## src/rtl/fl_gain_pkg.sv

```systemverilog
package fl_gain_pkg;
  localparam int unsigned DEF_CODE_W = 4;
  localparam int unsigned DEF_STEP   = 4;
  localparam int unsigned DEF_OFS    = 3;

  typedef enum logic [1:0] {
    SW_HIZ    = 2'd0,
    SW_LOW    = 2'd1,
    SW_FOLLOW = 2'd2
  } sw_drive_e;
endpackage

```

## src/rtl/fl_timer.sv

```systemverilog
module fl_timer #(
  parameter int unsigned CODE_W = 4,
  parameter int unsigned STEP   = 4,
  parameter int unsigned OFS    = 3,
  localparam int unsigned MAXV  = STEP * ((1 << CODE_W) - 1) + OFS,
  localparam int unsigned CNT_W = $clog2(MAXV + 1)
) (
  input  logic              clk,
  input  logic              rst_n,
  input  logic [CODE_W-1:0] code,
  input  logic              load,
  input  logic              hold_pd,
  input  logic              run,
  input  logic              tick,
  output logic              expire
);
  logic [CNT_W-1:0] cnt;
  logic [CNT_W-1:0] load_val;

  assign load_val = CNT_W'(code) * CNT_W'(STEP) + CNT_W'(OFS);
  assign expire   = run && tick && !load && (cnt == CNT_W'(1));

  always_ff @(posedge clk) begin
    if (!rst_n)                  cnt <= '1;
    else if (load || hold_pd)    cnt <= load_val;
    else if (run && tick && cnt != CNT_W'(1)) cnt <= cnt - CNT_W'(1);
  end


  cnt_nonzero_chk: assert property (@(posedge clk) disable iff (!rst_n)
    cnt != '0);

  pd_reload_chk: assert property (@(posedge clk) disable iff (!rst_n)
    hold_pd |=> cnt == $past(load_val));
endmodule

```

## src/rtl/fl_outmux.sv

```systemverilog
module fl_outmux
  import fl_gain_pkg::*;
(
  input  logic clk,
  input  logic rst_n,
  input  logic fl_en,
  input  logic mode_sel,
  input  logic gain,
  input  logic pd,
  output logic cp_high,
  output logic sw_out,
  output logic sw_oe
);
  sw_drive_e drive;
  logic      active;

  assign active = fl_en && gain && !pd;

  always_comb begin
    if (!fl_en)      drive = SW_FOLLOW;
    else if (active) drive = SW_LOW;
    else             drive = SW_HIZ;
  end

  always_comb begin
    cp_high = active;
    unique case (drive)
      SW_FOLLOW: begin sw_oe = 1'b1; sw_out = mode_sel; end
      SW_LOW:    begin sw_oe = 1'b1; sw_out = 1'b0;     end
      default:   begin sw_oe = 1'b0; sw_out = 1'b0;     end
    endcase
  end


  high_drives_low_chk: assert property (@(posedge clk) disable iff (!rst_n)
    cp_high |-> (sw_oe && !sw_out));

  gpo_mode_chk: assert property (@(posedge clk) disable iff (!rst_n)
    !fl_en |-> (sw_oe && !cp_high && sw_out == mode_sel));
endmodule

```

## src/rtl/fastlock_gain_timer.sv

```systemverilog
module fastlock_gain_timer
  import fl_gain_pkg::*;
#(
  parameter int unsigned CODE_W = DEF_CODE_W,
  parameter int unsigned STEP   = DEF_STEP,
  parameter int unsigned OFS    = DEF_OFS
) (
  input  logic              clk,
  input  logic              rst_n,
  input  logic              pwr_down,
  input  logic              pfd_tick,
  input  logic              ab_wr,
  input  logic              ab_gain,
  input  logic              fl_enable,
  input  logic              fl_mode_sel,
  input  logic [CODE_W-1:0] fl_tcode,
  output logic              cp_high_sel,
  output logic              fls_out,
  output logic              fls_oe,
  output logic              gain_state
);
  logic gain_q;
  logic timed_run;
  logic expire;

  assign timed_run  = fl_enable && fl_mode_sel && gain_q && !pwr_down;
  assign gain_state = gain_q;

  always_ff @(posedge clk) begin
    if (!rst_n)      gain_q <= 1'b0;
    else if (ab_wr)  gain_q <= ab_gain;
    else if (expire) gain_q <= 1'b0;
  end

  fl_timer #(.CODE_W(CODE_W), .STEP(STEP), .OFS(OFS)) u_timer (
    .clk     (clk),
    .rst_n   (rst_n),
    .code    (fl_tcode),
    .load    (ab_wr && ab_gain),
    .hold_pd (pwr_down),
    .run     (timed_run),
    .tick    (pfd_tick),
    .expire  (expire)
  );

  fl_outmux u_mux (
    .clk      (clk),
    .rst_n    (rst_n),
    .fl_en    (fl_enable),
    .mode_sel (fl_mode_sel),
    .gain     (gain_q),
    .pd       (pwr_down),
    .cp_high  (cp_high_sel),
    .sw_out   (fls_out),
    .sw_oe    (fls_oe)
  );


  wr_capture_chk: assert property (@(posedge clk) disable iff (!rst_n)
    ab_wr |=> gain_q == $past(ab_gain));

  hold_unless_timed_chk: assert property (@(posedge clk) disable iff (!rst_n)
    (gain_q && !ab_wr && !timed_run) |=> gain_q);

  expire_clears_chk: assert property (@(posedge clk) disable iff (!rst_n)
    (expire && !ab_wr) |=> !gain_q);
endmodule

```

## config.mk

```make
export PLATFORM = sky130hd
export DESIGN_NAME = fastlock_gain_timer
export DESIGN_NICKNAME = d
export VERILOG_FILES = /design/src/rtl/fl_gain_pkg.sv /design/src/rtl/fl_timer.sv /design/src/rtl/fl_outmux.sv /design/src/rtl/fastlock_gain_timer.sv
export SDC_FILE = /design/constraint.sdc
export NUM_CORES = 1
export LEC_CHECK = 0
export BUFFER_PORTS_ARGS = -buffer_cell sky130_fd_sc_hd__buf_2
export CORE_MARGIN = 10
export CORE_UTILIZATION = 35
export DETAILED_ROUTE_END_ITERATION = 10
export GPL_TIMING_DRIVEN = 0
export PLACE_DENSITY_LB_ADDON = 0.15
export SETUP_SLACK_MARGIN = 0.05
export SLEW_MARGIN = 40
export SYNTH_ARGS = -nofsm -noshare
export SYNTH_HDL_FRONTEND = slang
export SYNTH_SLANG_ARGS = --single-unit
```

## constraint.sdc

```tcl
create_clock -name clk -period 3.25 [get_ports clk]
set_input_delay 0.4875 -clock clk [delete_from_list [all_inputs] [get_ports clk]]
set_output_delay 0.4875 -clock clk [all_outputs]
set_load 0.02 [all_outputs]
```

==> impl_summary.txt, run 1 <==
----------------------------------------------------
[Synth]
  Number of flip-flops and latches in the synthesized netlist ... 7
  Cell count after synthesis ... 56
  Compound-gate portion of the synthesized area ... 0.281
  Multiplexer area fraction after synthesis ... 0.0210
  Net count of the mapped netlist ... 70
  Count of distinct cell types in the synthesized netlist ... 29
  Simple-gate area share of the yosys netlist ... 0.276
  Warnings, synthesis ... 0
  Netlist area before placement ... approximately 480 um2
  Combinational family with the most area after synthesis ... compound AO/OA/AOI/OAI gates
  Fraction of synthesized cell area in xor and xnor cells ... 0.0184
  Post-synthesis adder-cell area fraction ... 0.0525
  Post-synthesis sequential area ratio ... 0.294
  Dominant cell type by area after synthesis ... dfxtp_1
  Largest cells by area after synthesis ... dfxtp_1 29%, ha_1 5.2%, inv_1 4.7%, a21oi_1 4.2%, a211o_4 3.7%
  Fraction of post-synthesis cell area in the top cell type by area ... 0.294
  Average size of a mapped cell ... between 8 and 9 um2

[Detailed routing]
  Antenna violation net count after detailed routing ... 0
  Final WL ... roughly 1200 um
  Via count of the routed design ... around 470
  Starting DRC count in detailed routing ... 2
  Routed wirelength normalized by instance count ... approximately 14 um
  DRC errors left ... 0
  DRT Pass-1 Iters ... 4
  Average via count per standard cell ... between 5 and 6

[Power]
  PD cells ... 358 nW/um2
  Internal power ... around 0.15 mW
  Clock group share of total power ... 0.405
  Share of power burned in combinational logic ... 0.152
  Switching power summed over all nets ... between 0.06 and 0.07 mW
  Switching Fraction ... 0.283
  Sequential share of power ... 0.443
  Static power due to leakage ... 0.278 nW
  Worst VDD drop ... roughly 0.22 mV

[GRT]
  First-pass GRT wire length ... between 2000 and 2500 um
  Pin count of the biggest net entering global routing ... 10
  Congestion Overflow GR ... 0
  Peak-usage layer in the global routing report ... met2
  Met1 usage ... 0.0885
  Antenna violations before repair ... 0
  Met3 usage in global routing ... 0.0427
  Gr usage total ... 0.0804
  Met2 layer usage reported by global route ... 0.113
  Number of global-route vias before repair ... ~470

[Clock network]
  Buffer type at the clock tree root ... clkbuf_4
  Clk buf depth ... 2
  Clk sink count ... 7
  CTS clock-pin slew for the worst setup and hold paths ... approximately 60 ps
  Hold buffer count at CTS ... 0
  CTS H-tree depth ... 1
  Latest clock arrival within the worst-skew pair ... about 270 ps
  Setup fix buffers added after clock tree synthesis ... 0
  Resized Gates After CTS ... 0
  Number of clock buffers inserted by TritonCTS ... 3
  CTS tree ... done

[Worst setup path]
  Capturing point of the worst reg2reg path ... u_timer.cnt[2]$_SDFFE_PN1P_
  Data required time at the worst endpoint ... 2760 ps
  Startpoint types ... input port
  Worst-case reg-to-reg path depth ... 5
  Critical path class ... input port to primary output
  Largest fanout of any net on the critical path ... 6
  Reg-to-reg critical path startpoint ... u_timer.cnt[1]$_SDFFE_PN1P_
  CP Data Arrival Time ... around 1200 ps
  Capturing element type of the critical path ... primary output
  Worst setup slack for register-to-register paths ... between 1500 and 2000 ps
  Source of the critical timing path ... pwr_down

[STA]
  Hold Violations, Final ... 0
  Final number of setup-violating endpoints ... 0
  Worst slew slack as a fraction of its limit ... 0.649
  RSZ-0062 raised after global routing ... no
  Slew at the pin closest to its max-slew limit ... approximately 530 ps
  Setup Skew ... ~6.0 ps
  Max Slew Vio Count ... 0
  Hold_ws ... around 450 ps
  Total negative slack ... 0 ps
  Final period util ... 0.513
  F_max ... roughly 0.60 GHz
  Post-layout min period ... 1670 ps

[Run]
  Reported max-cap violation count ... 0

[Worst hold path]
  Capture endpoint of the worst hold path ... u_timer.cnt[3]$_SDFFE_PN1P_
  Hold path startpoint ... fl_tcode[1]
  Worst Hold Path Cells ... 3
  Class of the worst hold path ... input port to flip-flop

[Placed design]
  Placer congestion estimate ... between 0.6 and 0.7
  Instance count after placement with tap cells included ... between 80 and 90
  Placed wire-length estimate ... around 1000 um
  # port buffers ... 14

[Finish]
  Number of antenna diodes ... 0
  Area Overhead vs Synth ... 24.1%
  Register area ... 140 um2
  Most frequent standard cell in the layout excluding fill and tap cells ... buf_2
  Leading cell types in the layout, fill and taps excluded ... 14 x buf_2, 7 x dfxtp_1, 6 x inv_1, 4 x a21oi_1, 4 x nand2_1
  Final net count ... 89
  Combined area of the multi-input logic cells ... approximately 310 um2
  Fraction of layout instances using a drive strength above 1 ... 0.324
  Final-layout fill cell count ... 150
  Number of standard cells in the layout, taps in and fillers out ... 89

[Floorplan]
  Site Rows ... 13
  Number of primary I/O pins ... 16
  Floorplan Core Area ... between 1000 and 1500 um2
  Initial core utilization ... 0.371
  Total Die Area ... around 3200 um2
  Die extent in y ... ~57 um
  Overall die width ... ~57 um

[Status]
  Outcome ... finished clean

----------------------------------------------------
[cells in the mapped netlist]
| cell type | count |
|---|---|
| a21boi_0 | 1 |
| dfxtp_1 | 7 |
| a311o_2 | 1 |
| nand4_1 | 2 |
| nand3_1 | 3 |
| nor3b_1 | 1 |
| xnor2_1 | 1 |
| o2111ai_1 | 1 |
| nor2b_1 | 2 |
| clkbuf_2 | 1 |
| a41o_2 | 1 |
| nand3b_1 | 2 |
| a41o_1 | 1 |
| nor3_2 | 1 |
| o2111ai_2 | 1 |
| nor2_1 | 3 |
| o311a_1 | 1 |
| nand2_1 | 4 |
| inv_1 | 6 |
| nand2b_1 | 1 |
| o211ai_1 | 1 |
| mux2i_1 | 1 |
| o21ai_0 | 3 |
| ha_1 | 2 |
| a211o_4 | 1 |
| a21oi_1 | 4 |
| or2b_1 | 1 |
| and2_1 | 1 |
| and4bb_2 | 1 |
[stage by stage]
step	total power [mW]	setup slack, ps	area, um2	util
floorplan	0.115	1750	477	-
global placement	0.128	1570	566	0.440
detailed placement	0.128	1580	566	0.440
CTS	0.212	1580	592	0.461
global route	0.223	1510	592	0.461
finish	0.212	1580	592	0.461
[area by class of cell]
cell class | instances | share of cell area
clock buffer | 4 | 0.0444
tap | 15 | 0.0317
inverter | 6 | 0.0381
buffer | 1 | 0.00846
multi-input combinational | 42 | 0.522
sequential | 7 | 0.237
timing repair buffer | 14 | 0.118
[critical path, cell delays in order]
cell and delay (ps):
buf_2 120, nand3b_1 200, inv_1 180, buf_2 200
[logic make-up after synthesis]
logic type	after synthesis
simple gates	22
flops	7
mux	1
xor+xnor	1
buf+inv	7
fa+ha+maj	2
compound gates	16
[how the worst max path moves through the flow]
stage	to	slack, ps	cells past startpoint
6_report	cp_high_sel	1580	4
2_1_floorplan	fls_oe	1750	2
5_1_grt	cp_high_sel	1510	4
3_5_place_dp	cp_high_sel	1580	4
3_3_place_gp	cp_high_sel	1570	4
4_1_cts	cp_high_sel	1580	4
[routing by layer]
| layer | vias to the layer above | wire length (um) |
|---|---|---|
| li1 | 245 | - |
| met5 | - | 0 |
| met4 | 0 | 42 |
| met3 | 6 | 115 |
| met2 | 14 | 517 |
| met1 | 208 | 538 |
[power by group through the flow]
stage                     clock network, mW  logic (mW)  registers [mW]
after detailed placement                  0      0.0326          0.0956
after floorplan                           0      0.0186          0.0959
final                                0.0859      0.0322          0.0938
after CTS                            0.0857      0.0327          0.0938
after global placement                    0      0.0321          0.0956
after global routing                 0.0926      0.0361          0.0945
[sequential cells by signal, summed over array words and instances (netlist names)]
| register | cells |
|---|---|
| gain_state | 1 |
| u_timer.cnt | 6 |
Note: power is estimated with default switching activity, not from simulation.
==> inputs of run 2 (changes only) <==
- clock period: 3.25 -> 1.3 ns (I/O delays scaled with it)
==> run 2 against run 1 <==
Net effect:
- the flow now finishes with violations (setup timing)
- count of clock-buffer cells in the layout unchanged
- combinational power increased to 2.7 times the previous value
- clock power increased by 150%
- wire length increased by 6.3%
- worst setup slack got worse by 1700 ps
- register-to-register slack got worse by 1800 ps
- critical path depth increased by 1
- core utilization increased by 8.3 points
- design area increased by 18%
- sequential power increased to 2.6 times the previous value
- largest cell class unchanged
- largest power group unchanged
==> impl_summary.txt, run 2 (synthesis results as in run 1) <==
----------------------------------------------------
[Detailed routing]
  Antenna violation net count after detailed routing ... 0
  DRT Pass-1 Iters ... 4
  Routed wirelength normalized by instance count ... roughly 14 um
  Final WL ... between 1000 and 1500 um
  Via count of the routed design ... 478
  Starting DRC count in detailed routing ... 6
  DRC errors left ... 0
  Average via count per standard cell ... slightly above 5

[STA]
  Setup Skew ... between 3 and 4 ps
  Hold Violations, Final ... 0
  Final number of setup-violating endpoints ... 3
  Post-layout min period ... around 1400 ps
  Max Slew Vio Count ... 0
  Final critical-path setup slack ... -115 ps
  F_max ... ~0.71 GHz
  Final period util ... 1.09
  RSZ-0062 raised after global routing ... yes
  Slew at the pin closest to its max-slew limit ... 525 ps
  Worst slew slack as a fraction of its limit ... 0.650

[Worst setup path]
  Capturing element type of the critical path ... flip-flop
  Cell chain of the critical path ... inv_2 > ha_4 > nor2b_4 > a211o_4 > o311a_1
  Startpoint types ... flip-flop
  Largest fanout of any net on the critical path ... 5
  CP Data Arrival Time ... ~1600 ps
  Critical path class ... flip-flop to flip-flop
  Largest stage delay, worst path ... between 300 and 400 ps
  Critical path's slowest cell ... a211o_4
  Data required time at the worst endpoint ... around 1500 ps

[Placed design]
  # port buffers ... 14
  Instance count after placement with tap cells included ... 85
  Placed wire-length estimate ... approximately 970 um
  Pre-CTS worst setup slack ... -142 ps
  Placer congestion estimate ... roughly 0.8

[Floorplan]
  Total Die Area ... 3240 um2
  Overall die width ... ~57 um
  Die extent in y ... about 57 um
  Floorplan Core Area ... about 1300 um2
  Site Rows ... 13
  Initial core utilization ... 0.371
  Number of primary I/O pins ... 16

[GRT]
  Pin count of the biggest net entering global routing ... 10
  Number of global-route vias before repair ... roughly 470
  Antenna violations before repair ... 0
  First-pass GRT wire length ... 2080 um
  Gr usage total ... 0.0792
  Congestion Overflow GR ... 0

[Status]
  Outcome ... finished, violations left
  Violations in the final reports ... setup timing

[Clock network]
  CTS clock-pin slew for the worst setup and hold paths ... ~60 ps
  CTS H-tree depth ... 1
  Hold buffer count at CTS ... 0
  CTS tree ... done
  Clk sink count ... 7
  Number of clock buffers inserted by TritonCTS ... 3
  Buffer type at the clock tree root ... clkbuf_4
  Clk buf depth ... 2
  Latest clock arrival within the worst-skew pair ... around 260 ps

[Finish]
  Utilization of the core after routing ... 0.543
  Leading cell types in the layout, fill and taps excluded ... 13 x buf_2, 4 x nand2_1, 4 x buf_4, 4 x dfxtp_1
  Number of antenna diodes ... 0
  Max reg flops ... 6
  Number of standard cells in the layout, taps in and fillers out ... slightly above 90
  Fraction of layout instances using a drive strength above 1 ... 0.526
  Register with the most flip-flops ... u_timer.cnt
  Most frequent standard cell in the layout excluding fill and tap cells ... buf_2
  Final net count ... 93
  Area Overhead vs Synth ... 46.5%

[Run]
  Reported max-cap violation count ... 0

[Power]
  Worst VDD drop ... roughly 0.43 mV
  PD cells ... about 770 nW/um2
  Static power due to leakage ... 0.319 nW

[Worst hold path]
  Class of the worst hold path ... input port to flip-flop

----------------------------------------------------
run 2: cell types whose count changed in the layout (fill, tap and decap cells not counted), sizes merged:
cell / previous run / this run
buf: 14 / 18
run 2: layout make-up:
class,count,area (um2)
clock buffers,4,26.3
plain buffers,1,5.00
inverters,6,22.5
fillers,129,587
repair buffers,18,106
flip-flops and latches,7,144
well taps,15,18.8
multi-input cells,42,375
run 2: worst max-delay path, delay by kind of cell (launching register included):
family                     cells  cell delay [ps]
adders and majority gates      1              150
AOI/OAI and AO/OA              2              650
buffers and inverters          1               50
DFF                            1              330
and+or+nand+nor                1              120
run 2: report_power, final:
group | internal (mW) | switching, mW | leakage, nW
registers | 0.225 | 0.0154 | 0.0571
logic | 0.0395 | 0.0465 | 0.247
clock network | 0.118 | 0.0948 | 0.0150
total | 0.383 | 0.157 | 0.319
run 2: timing repair:
item,CTS,global route
pin swaps,6,8
gates resized for setup,6,6
buffers inserted,3,1
setup endpoints to repair,5,8
run 2: final timing paths:
kind | cells past startpoint | endpoint | start | slack (ps)
setup reg to reg | 5 | u_timer.cnt[2]$_SDFFE_PN1P_ | u_timer.cnt[1]$_SDFFE_PN1P_ | -110
setup / recovery | 5 | u_timer.cnt[2]$_SDFFE_PN1P_ | u_timer.cnt[1]$_SDFFE_PN1P_ | -110
hold / removal | 3 | u_timer.cnt[3]$_SDFFE_PN1P_ | fl_tcode[1] | 160
hold reg to reg | 3 | gain_state$_SDFFE_PN0P_ | gain_state$_SDFFE_PN0P_ | 560
run 2: stage by stage:
step / setup TNS [ps] / hold slack (ps) / power (mW) / area [um2]
after floorplan: -101 / 332 / 0.289 / 504
after global routing: -506 / 185 / 0.570 / 698
after CTS: -203 / 160 / 0.536 / 671
final: -212 / 156 / 0.540 / 698
after global placement: -330 / 418 / 0.321 / 593
after detailed placement: -341 / 430 / 0.322 / 593
run 2: metal layers:
metal  wire length [um]  GRT usage
met1                590     0.0938
met2                576      0.112
met3                116     0.0360
met4                  6     0.0503
met5                  0          0
